==> config.mk <==
export PLATFORM = sky130hd
export DESIGN_NAME = ring_fwd_node
export DESIGN_NICKNAME = d
export VERILOG_FILES = /design/src/rtl/ring_pkg.sv /design/src/rtl/ring_classify.sv /design/src/rtl/ring_out_slot.sv /design/src/rtl/ring_loop_mon.sv /design/src/rtl/ring_fwd_node.sv
export SDC_FILE = /design/constraint.sdc
export NUM_CORES = 1
export LEC_CHECK = 0
export BUFFER_PORTS_ARGS = -buffer_cell sky130_fd_sc_hd__buf_2
export CAP_MARGIN = 5
export CORE_MARGIN = 5
export CORE_UTILIZATION = 50
export CTS_CLUSTER_DIAMETER = 50
export CTS_CLUSTER_SIZE = 16
export DETAILED_ROUTE_END_ITERATION = 8
export PLACE_DENSITY = 0.88
export SETUP_SLACK_MARGIN = 0.05
export SLEW_MARGIN = 25
export SYNTH_ARGS = -nofsm -noshare
export SYNTH_HDL_FRONTEND = slang
export SYNTH_SLANG_ARGS = --single-unit
==> constraint.sdc <==
create_clock -name clk -period 3.44 [get_ports clk]
set_clock_uncertainty 0.2 [all_clocks]
set_input_delay 0.172 -clock clk [delete_from_list [all_inputs] [get_ports clk]]
set_output_delay 0.172 -clock clk [all_outputs]
set_load 0.005 [all_outputs]
==> src/rtl/ring_pkg.sv <==
package ring_pkg;
  parameter int unsigned RN_ID_W   = 8;
  parameter int unsigned RN_ADDR_W = 16;
  parameter int unsigned RN_DATA_W = 32;
  parameter int unsigned RN_LAT_W  = 16;

  typedef struct packed {
    logic [RN_ID_W-1:0]   src;
    logic [RN_ADDR_W-1:0] addr;
    logic [RN_DATA_W-1:0] data;
  } pkt_t;

  typedef enum logic [1:0] {
    KIND_FWD = 2'd0,
    KIND_OWN = 2'd1,
    KIND_ERR = 2'd2
  } pkt_kind_e;
endpackage

==> src/rtl/ring_classify.sv <==
module ring_classify
  import ring_pkg::*;
(
  input  pkt_t                 pkt_i,
  input  logic                 err_i,
  input  logic [RN_ID_W-1:0]   self_id_i,
  output pkt_kind_e            kind_o
);
  always_comb begin
    if (err_i)                       kind_o = KIND_ERR;
    else if (pkt_i.src == self_id_i) kind_o = KIND_OWN;
    else                             kind_o = KIND_FWD;
  end
endmodule

==> src/rtl/ring_out_slot.sv <==
module ring_out_slot
  import ring_pkg::*;
(
  input  logic clk,
  input  logic rst,
  input  logic up_valid_i,
  input  logic up_fwd_i,
  input  pkt_t up_pkt_i,
  input  logic loc_valid_i,
  input  pkt_t loc_pkt_i,
  input  logic dn_ready_i,
  output logic up_ready_o,
  output logic loc_ready_o,
  output logic dn_valid_o,
  output pkt_t dn_pkt_o
);
  logic slot_free;
  logic up_fire;
  logic loc_fire;

  assign slot_free   = !dn_valid_o || dn_ready_i;
  assign up_ready_o  = slot_free;
  assign loc_ready_o = slot_free && !up_valid_i;
  assign up_fire     = up_valid_i && slot_free;
  assign loc_fire    = loc_valid_i && loc_ready_o;

  always_ff @(posedge clk) begin
    if (rst) begin
      dn_valid_o <= 1'b0;
      dn_pkt_o   <= '0;
    end else if (slot_free) begin
      if (up_fire) begin
        dn_valid_o <= up_fwd_i;
        if (up_fwd_i) dn_pkt_o <= up_pkt_i;
      end else if (loc_fire) begin
        dn_valid_o <= 1'b1;
        dn_pkt_o   <= loc_pkt_i;
      end else begin
        dn_valid_o <= 1'b0;
      end
    end
  end
endmodule

==> src/rtl/ring_loop_mon.sv <==
module ring_loop_mon
  import ring_pkg::*;
(
  input  logic                clk,
  input  logic                rst,
  input  logic                loc_fire_i,
  input  logic                own_back_i,
  input  logic                clr_i,
  output logic                ring_ok_o,
  output logic [RN_LAT_W-1:0] lat_o
);
  logic [RN_LAT_W-1:0] free_cnt;
  logic [RN_LAT_W-1:0] stamp;
  logic                timing;

  always_ff @(posedge clk) begin
    if (rst) begin
      free_cnt  <= '0;
      stamp     <= '0;
      timing    <= 1'b0;
      ring_ok_o <= 1'b0;
      lat_o     <= '0;
    end else begin
      free_cnt <= free_cnt + 1'b1;
      if (own_back_i) begin
        ring_ok_o <= 1'b1;
      end else if (clr_i) begin
        ring_ok_o <= 1'b0;
      end
      if (own_back_i && timing) begin
        lat_o  <= free_cnt - stamp;
        timing <= 1'b0;
      end else if (loc_fire_i && !timing) begin
        stamp  <= free_cnt;
        timing <= 1'b1;
      end
    end
  end
endmodule

==> src/rtl/ring_fwd_node.sv <==
module ring_fwd_node
  import ring_pkg::*;
#(
  parameter int unsigned ID_W   = RN_ID_W,
  parameter int unsigned ADDR_W = RN_ADDR_W,
  parameter int unsigned DATA_W = RN_DATA_W,
  parameter int unsigned LAT_W  = RN_LAT_W
) (
  input  logic              clk,
  input  logic              rst,
  input  logic [ID_W-1:0]   node_id_i,
  input  logic              err_irq_en_i,
  input  logic              ring_clr_i,
  input  logic              up_valid_i,
  output logic              up_ready_o,
  input  logic [ID_W-1:0]   up_src_i,
  input  logic [ADDR_W-1:0] up_addr_i,
  input  logic [DATA_W-1:0] up_data_i,
  input  logic              up_err_i,
  input  logic              loc_valid_i,
  output logic              loc_ready_o,
  input  logic [ADDR_W-1:0] loc_addr_i,
  input  logic [DATA_W-1:0] loc_data_i,
  output logic              dn_valid_o,
  input  logic              dn_ready_i,
  output logic [ID_W-1:0]   dn_src_o,
  output logic [ADDR_W-1:0] dn_addr_o,
  output logic [DATA_W-1:0] dn_data_o,
  output logic              mem_we_o,
  output logic [ADDR_W-1:0] mem_addr_o,
  output logic [DATA_W-1:0] mem_data_o,
  output logic              err_irq_o,
  output logic              ring_ok_o,
  output logic [LAT_W-1:0]  loop_lat_o,
  output logic [ID_W-1:0]   node_id_o
);
  pkt_t      up_pkt, loc_pkt, dn_pkt;
  pkt_kind_e up_kind;
  logic      up_fire, loc_fire;

  assign up_pkt  = '{src: up_src_i, addr: up_addr_i, data: up_data_i};
  assign loc_pkt = '{src: node_id_i, addr: loc_addr_i, data: loc_data_i};

  ring_classify u_cls (
    .pkt_i     (up_pkt),
    .err_i     (up_err_i),
    .self_id_i (node_id_i),
    .kind_o    (up_kind)
  );

  ring_out_slot u_slot (
    .clk         (clk),
    .rst         (rst),
    .up_valid_i  (up_valid_i),
    .up_fwd_i    (up_kind == KIND_FWD),
    .up_pkt_i    (up_pkt),
    .loc_valid_i (loc_valid_i),
    .loc_pkt_i   (loc_pkt),
    .dn_ready_i  (dn_ready_i),
    .up_ready_o  (up_ready_o),
    .loc_ready_o (loc_ready_o),
    .dn_valid_o  (dn_valid_o),
    .dn_pkt_o    (dn_pkt)
  );

  assign up_fire  = up_valid_i && up_ready_o;
  assign loc_fire = loc_valid_i && loc_ready_o;

  ring_loop_mon u_mon (
    .clk        (clk),
    .rst        (rst),
    .loc_fire_i (loc_fire),
    .own_back_i (up_fire && (up_kind == KIND_OWN)),
    .clr_i      (ring_clr_i),
    .ring_ok_o  (ring_ok_o),
    .lat_o      (loop_lat_o)
  );

  assign dn_src_o  = dn_pkt.src;
  assign dn_addr_o = dn_pkt.addr;
  assign dn_data_o = dn_pkt.data;

  always_ff @(posedge clk) begin
    if (rst) begin
      node_id_o  <= '0;
      mem_we_o   <= 1'b0;
      mem_addr_o <= '0;
      mem_data_o <= '0;
      err_irq_o  <= 1'b0;
    end else begin
      node_id_o <= node_id_i;
      mem_we_o  <= up_fire && (up_kind == KIND_FWD);
      if (up_fire && (up_kind == KIND_FWD)) begin
        mem_addr_o <= up_addr_i;
        mem_data_o <= up_data_i;
      end
      err_irq_o <= up_fire && (up_kind == KIND_ERR) && err_irq_en_i;
    end
  end
endmodule

==> flow_summary.json <==
{
  "status": "complete, no violations",
  "syn_nets": 962,
  "startpoint_type": "input port",
  "period_share_pct": 91.5,
  "cts_resized": 0,
  "antenna_found_initial": 2,
  "total_leakage_power_nw": 4.67,
  "synth_cell_types": 51,
  "rows": 45,
  "netlist_top_cells_count": "dfxtp_1 (165), nor2_1 (144), nand2_1 (85)",
  "worstHoldPathType": "in2reg",
  "route.detailed.drc": 0,
  "synth_top_area_share_pct": 43.7,
  "overflow": 0,
  "cts_buffer_depth": 2,
  "viasPerCell": 5.78,
  "ys.flop_type": "dfxtp_1",
  "routed_wirelength_mm": 27.0,
  "clk_latency_ns": 0.43,
  "grt_util_all_layers_pct": 29.9,
  "max_stage_delay_ns": 0.81,
  "fin_crit_ns": 3.15,
  "fin_cells": 1363,
  "syn-cell-area_mm2": 0.00757,
  "die_x_um": 133,
  "synth_async_sr_flop_share_pct": 0,
  "ant_nets": 0,
  "layout.nets": 1297,
  "seq_area_frac_synth_pct": 43.7,
  "drive_gt1_share_pct": 29.5,
  "synth_edf_count": 0,
  "synthCells": 825,
  "path_delay_family": "compound AO/OA/AOI/OAI gates",
  "grt_max_degree": 117,
  "rrSetupSlack_ns": 0.42,
  "tns_ns": 0,
  "area_delta_synth_final_pct": 39.6,
  "setup_viol": 0,
  "wire_per_inst_um": 19.8,
  "gp_congestion": 0.869,
  "dieArea_mm2": 0.0177,
  "post-dp-hpwl_mm": 15.2,
  "grt_pass1_vias": 8093,
  "ir_drop_mv": 0.323,
  "hold_violations": 0,
  "io_pins": 254,
  "port_buffers": 253,
  "cts_sinks": 165,
  "slew_violations": 0,
  "worst_slew_pin_slew_ns": 1.02,
  "num_vias": 7882,
  "cap_violations": 0,
  "crit_type": "in2reg",
  "crit_required_ns": 3.57,
  "synth_area_leaders": "dfxtp_1 (44%), a311oi_2 (9.7%), mux2i_1 (8.5%)",
  "critical-path-slowest-cell": "o21ai_4",
  "core_area_mm2": 0.0150,
  "clkTransAtPathRegs_ns": 0.07,
  "die_h_um": 133,
  "yosysWarnings": 0,
  "crit_chain": "dlygate4sd3_1, buf_2, xor2_1, nor4_1, and2_1, o21ai_4, buf_12, nor2_1, a311oi_2",
  "ys_ff_latch": 165,
  "cp_max_fo": 84,
  "numCtsBuffers": 17,
  "cts-root-buf": "clkbuf_16",
  "cts-htree-levels": 4,
  "post_cts_buffers": 0,
  "drtPass1Iterations": 5,
  "start_util_pct": 50.3,
  "grt_pass1_wl_mm": 42.1,
  "cp.arrival_ns": 3.27,
  "nFillCells": 1008,
  "synth_most_common_cell": "dfxtp_1",
  "power_density_mw_per_mm2": 451,
  "crit_buf_inv": 3,
  "timing.fmax_ghz": 0.318,
  "relSlewSlack_pct": 31.8,
  "yosysTopAreaCell": "dfxtp_1",
  "drt_iter0_markers": 647,
  "end_kind": "flip-flop",
  "place_inst": 1213,
  "cts_tree": "done",
  "cts_hold_buffers": 116,
  "rsz0062_at_grt": "no",
  "syn_avg_cell_area_um2": 9.17
}
cell families after synthesis:
logic type	after synthesis	synth area share (%)
simple gates	355	20.7
flops	165	43.7
compound gates	115	15.8
buf+inv	81	5.22
mux	64	8.47
xor+xnor	28	3.24
fa+ha+maj	17	2.91
cells in the final DEF, fill, tap and decap left out, types with 3 or more instances in the layout:
cell type        n
dfxtp_1        165
xor2_1          20
buf_4            7
nor2_1         144
a311oi_2        49
a31oi_1          4
mux2i_1         64
nand2b_1         3
dlygate4sd3_1  116
a21oi_1         22
or4_1            3
o21ai_0          7
clkinvlp_4       3
xnor2_1          8
o31a_1           4
clkbuf_16       17
nand4_1          7
nand2_1         84
inv_1           20
clkbuf_1         3
ha_1            16
nor3_1           4
nor4_1           3
or3_1            3
a311oi_1         8
buf_2          252
nor2b_1         12
and3_1           7
nand3_1         74
where the power goes:
group          internal [W]  total (W)  switching, W
combinational      0.000381   0.000837      0.000456
sequential          0.00202    0.00208     0.0000663
clock               0.00104    0.00184      0.000805
metal layers:
metal  GRT usage, %  up-vias  part of all wire [%]  routed length, µm
met4           20.7        0                   6.6               1780
met3           8.29      143                   7.9               2140
met1           32.2     3659                    37               9890
li1               -     3570                     -                  -
met2           50.6      510                    49              13200
met5              0        -                     0                  0
registers in the layout, indices dropped and copies added (netlist names):
| signal | flops |
|---|---|
| u_mon.free_cnt | 16 |
| u_slot.dn_valid_o | 1 |
| node_id_o | 8 |
| mem_addr_o | 16 |
| mem_data_o | 32 |
| mem_we_o | 1 |
| u_mon.timing | 1 |
| u_mon.stamp | 16 |
| u_mon.lat_o | 16 |
| u_slot.dn_pkt_o | 56 |
| u_mon.ring_ok_o | 1 |
| err_irq_o | 1 |
cell type report:
class | count | area, µm² | share of cell area (%)
multi-input combinational | 579 | 3880 | 36.7
sequential | 165 | 3300 | 31.3
timing repair buffer | 377 | 2510 | 23.7
clock buffer | 22 | 464 | 4.39
tap | 188 | 235 | 2.23
clock inverter | 10 | 97.6 | 0.924
inverter | 20 | 75.1 | 0.711
antenna | 2 | 5.00 | 0.0474
final timing paths:
path / from / endpoint / cells past startpoint
worst max-delay path: node_id_i[7] / u_slot.dn_pkt_o[13] / 9
worst min-delay path: up_err_i / u_mon.timing / 5
worst max register to register: u_slot.dn_valid_o / u_slot.dn_pkt_o[13] / 7
worst min register to register: u_mon.lat_o[5] / u_mon.lat_o[5] / 2
stage by stage:
| stage | utilization (%) | worst slack [ns] | total power, W | instance area, µm² | hold slack [ns] |
|---|---|---|---|---|---|
| finish | 70.3 | 0.293 | 0.00476 | 10600 | 0.0547 |
| global route | 70.3 | 0.215 | 0.00494 | 10600 | 0.0616 |
| global placement | 58.8 | 0.643 | 0.00278 | 8840 | 0.202 |
| detailed placement | 58.8 | 0.524 | 0.00280 | 8840 | 0.219 |
| CTS | 70.2 | 0.353 | 0.00471 | 10600 | 0.0311 |
| floorplan | - | 1.07 | 0.00254 | 7570 | 0.0903 |
worst reg2reg max path: cells and delay by family, from the launching register on:
kind            cells  cell delay (ns)
flops               1             0.31
compound gates      2             1.12
buf+inv             1             0.46
simple gates        4             0.84
Note: power is estimated with default switching activity, not from simulation.
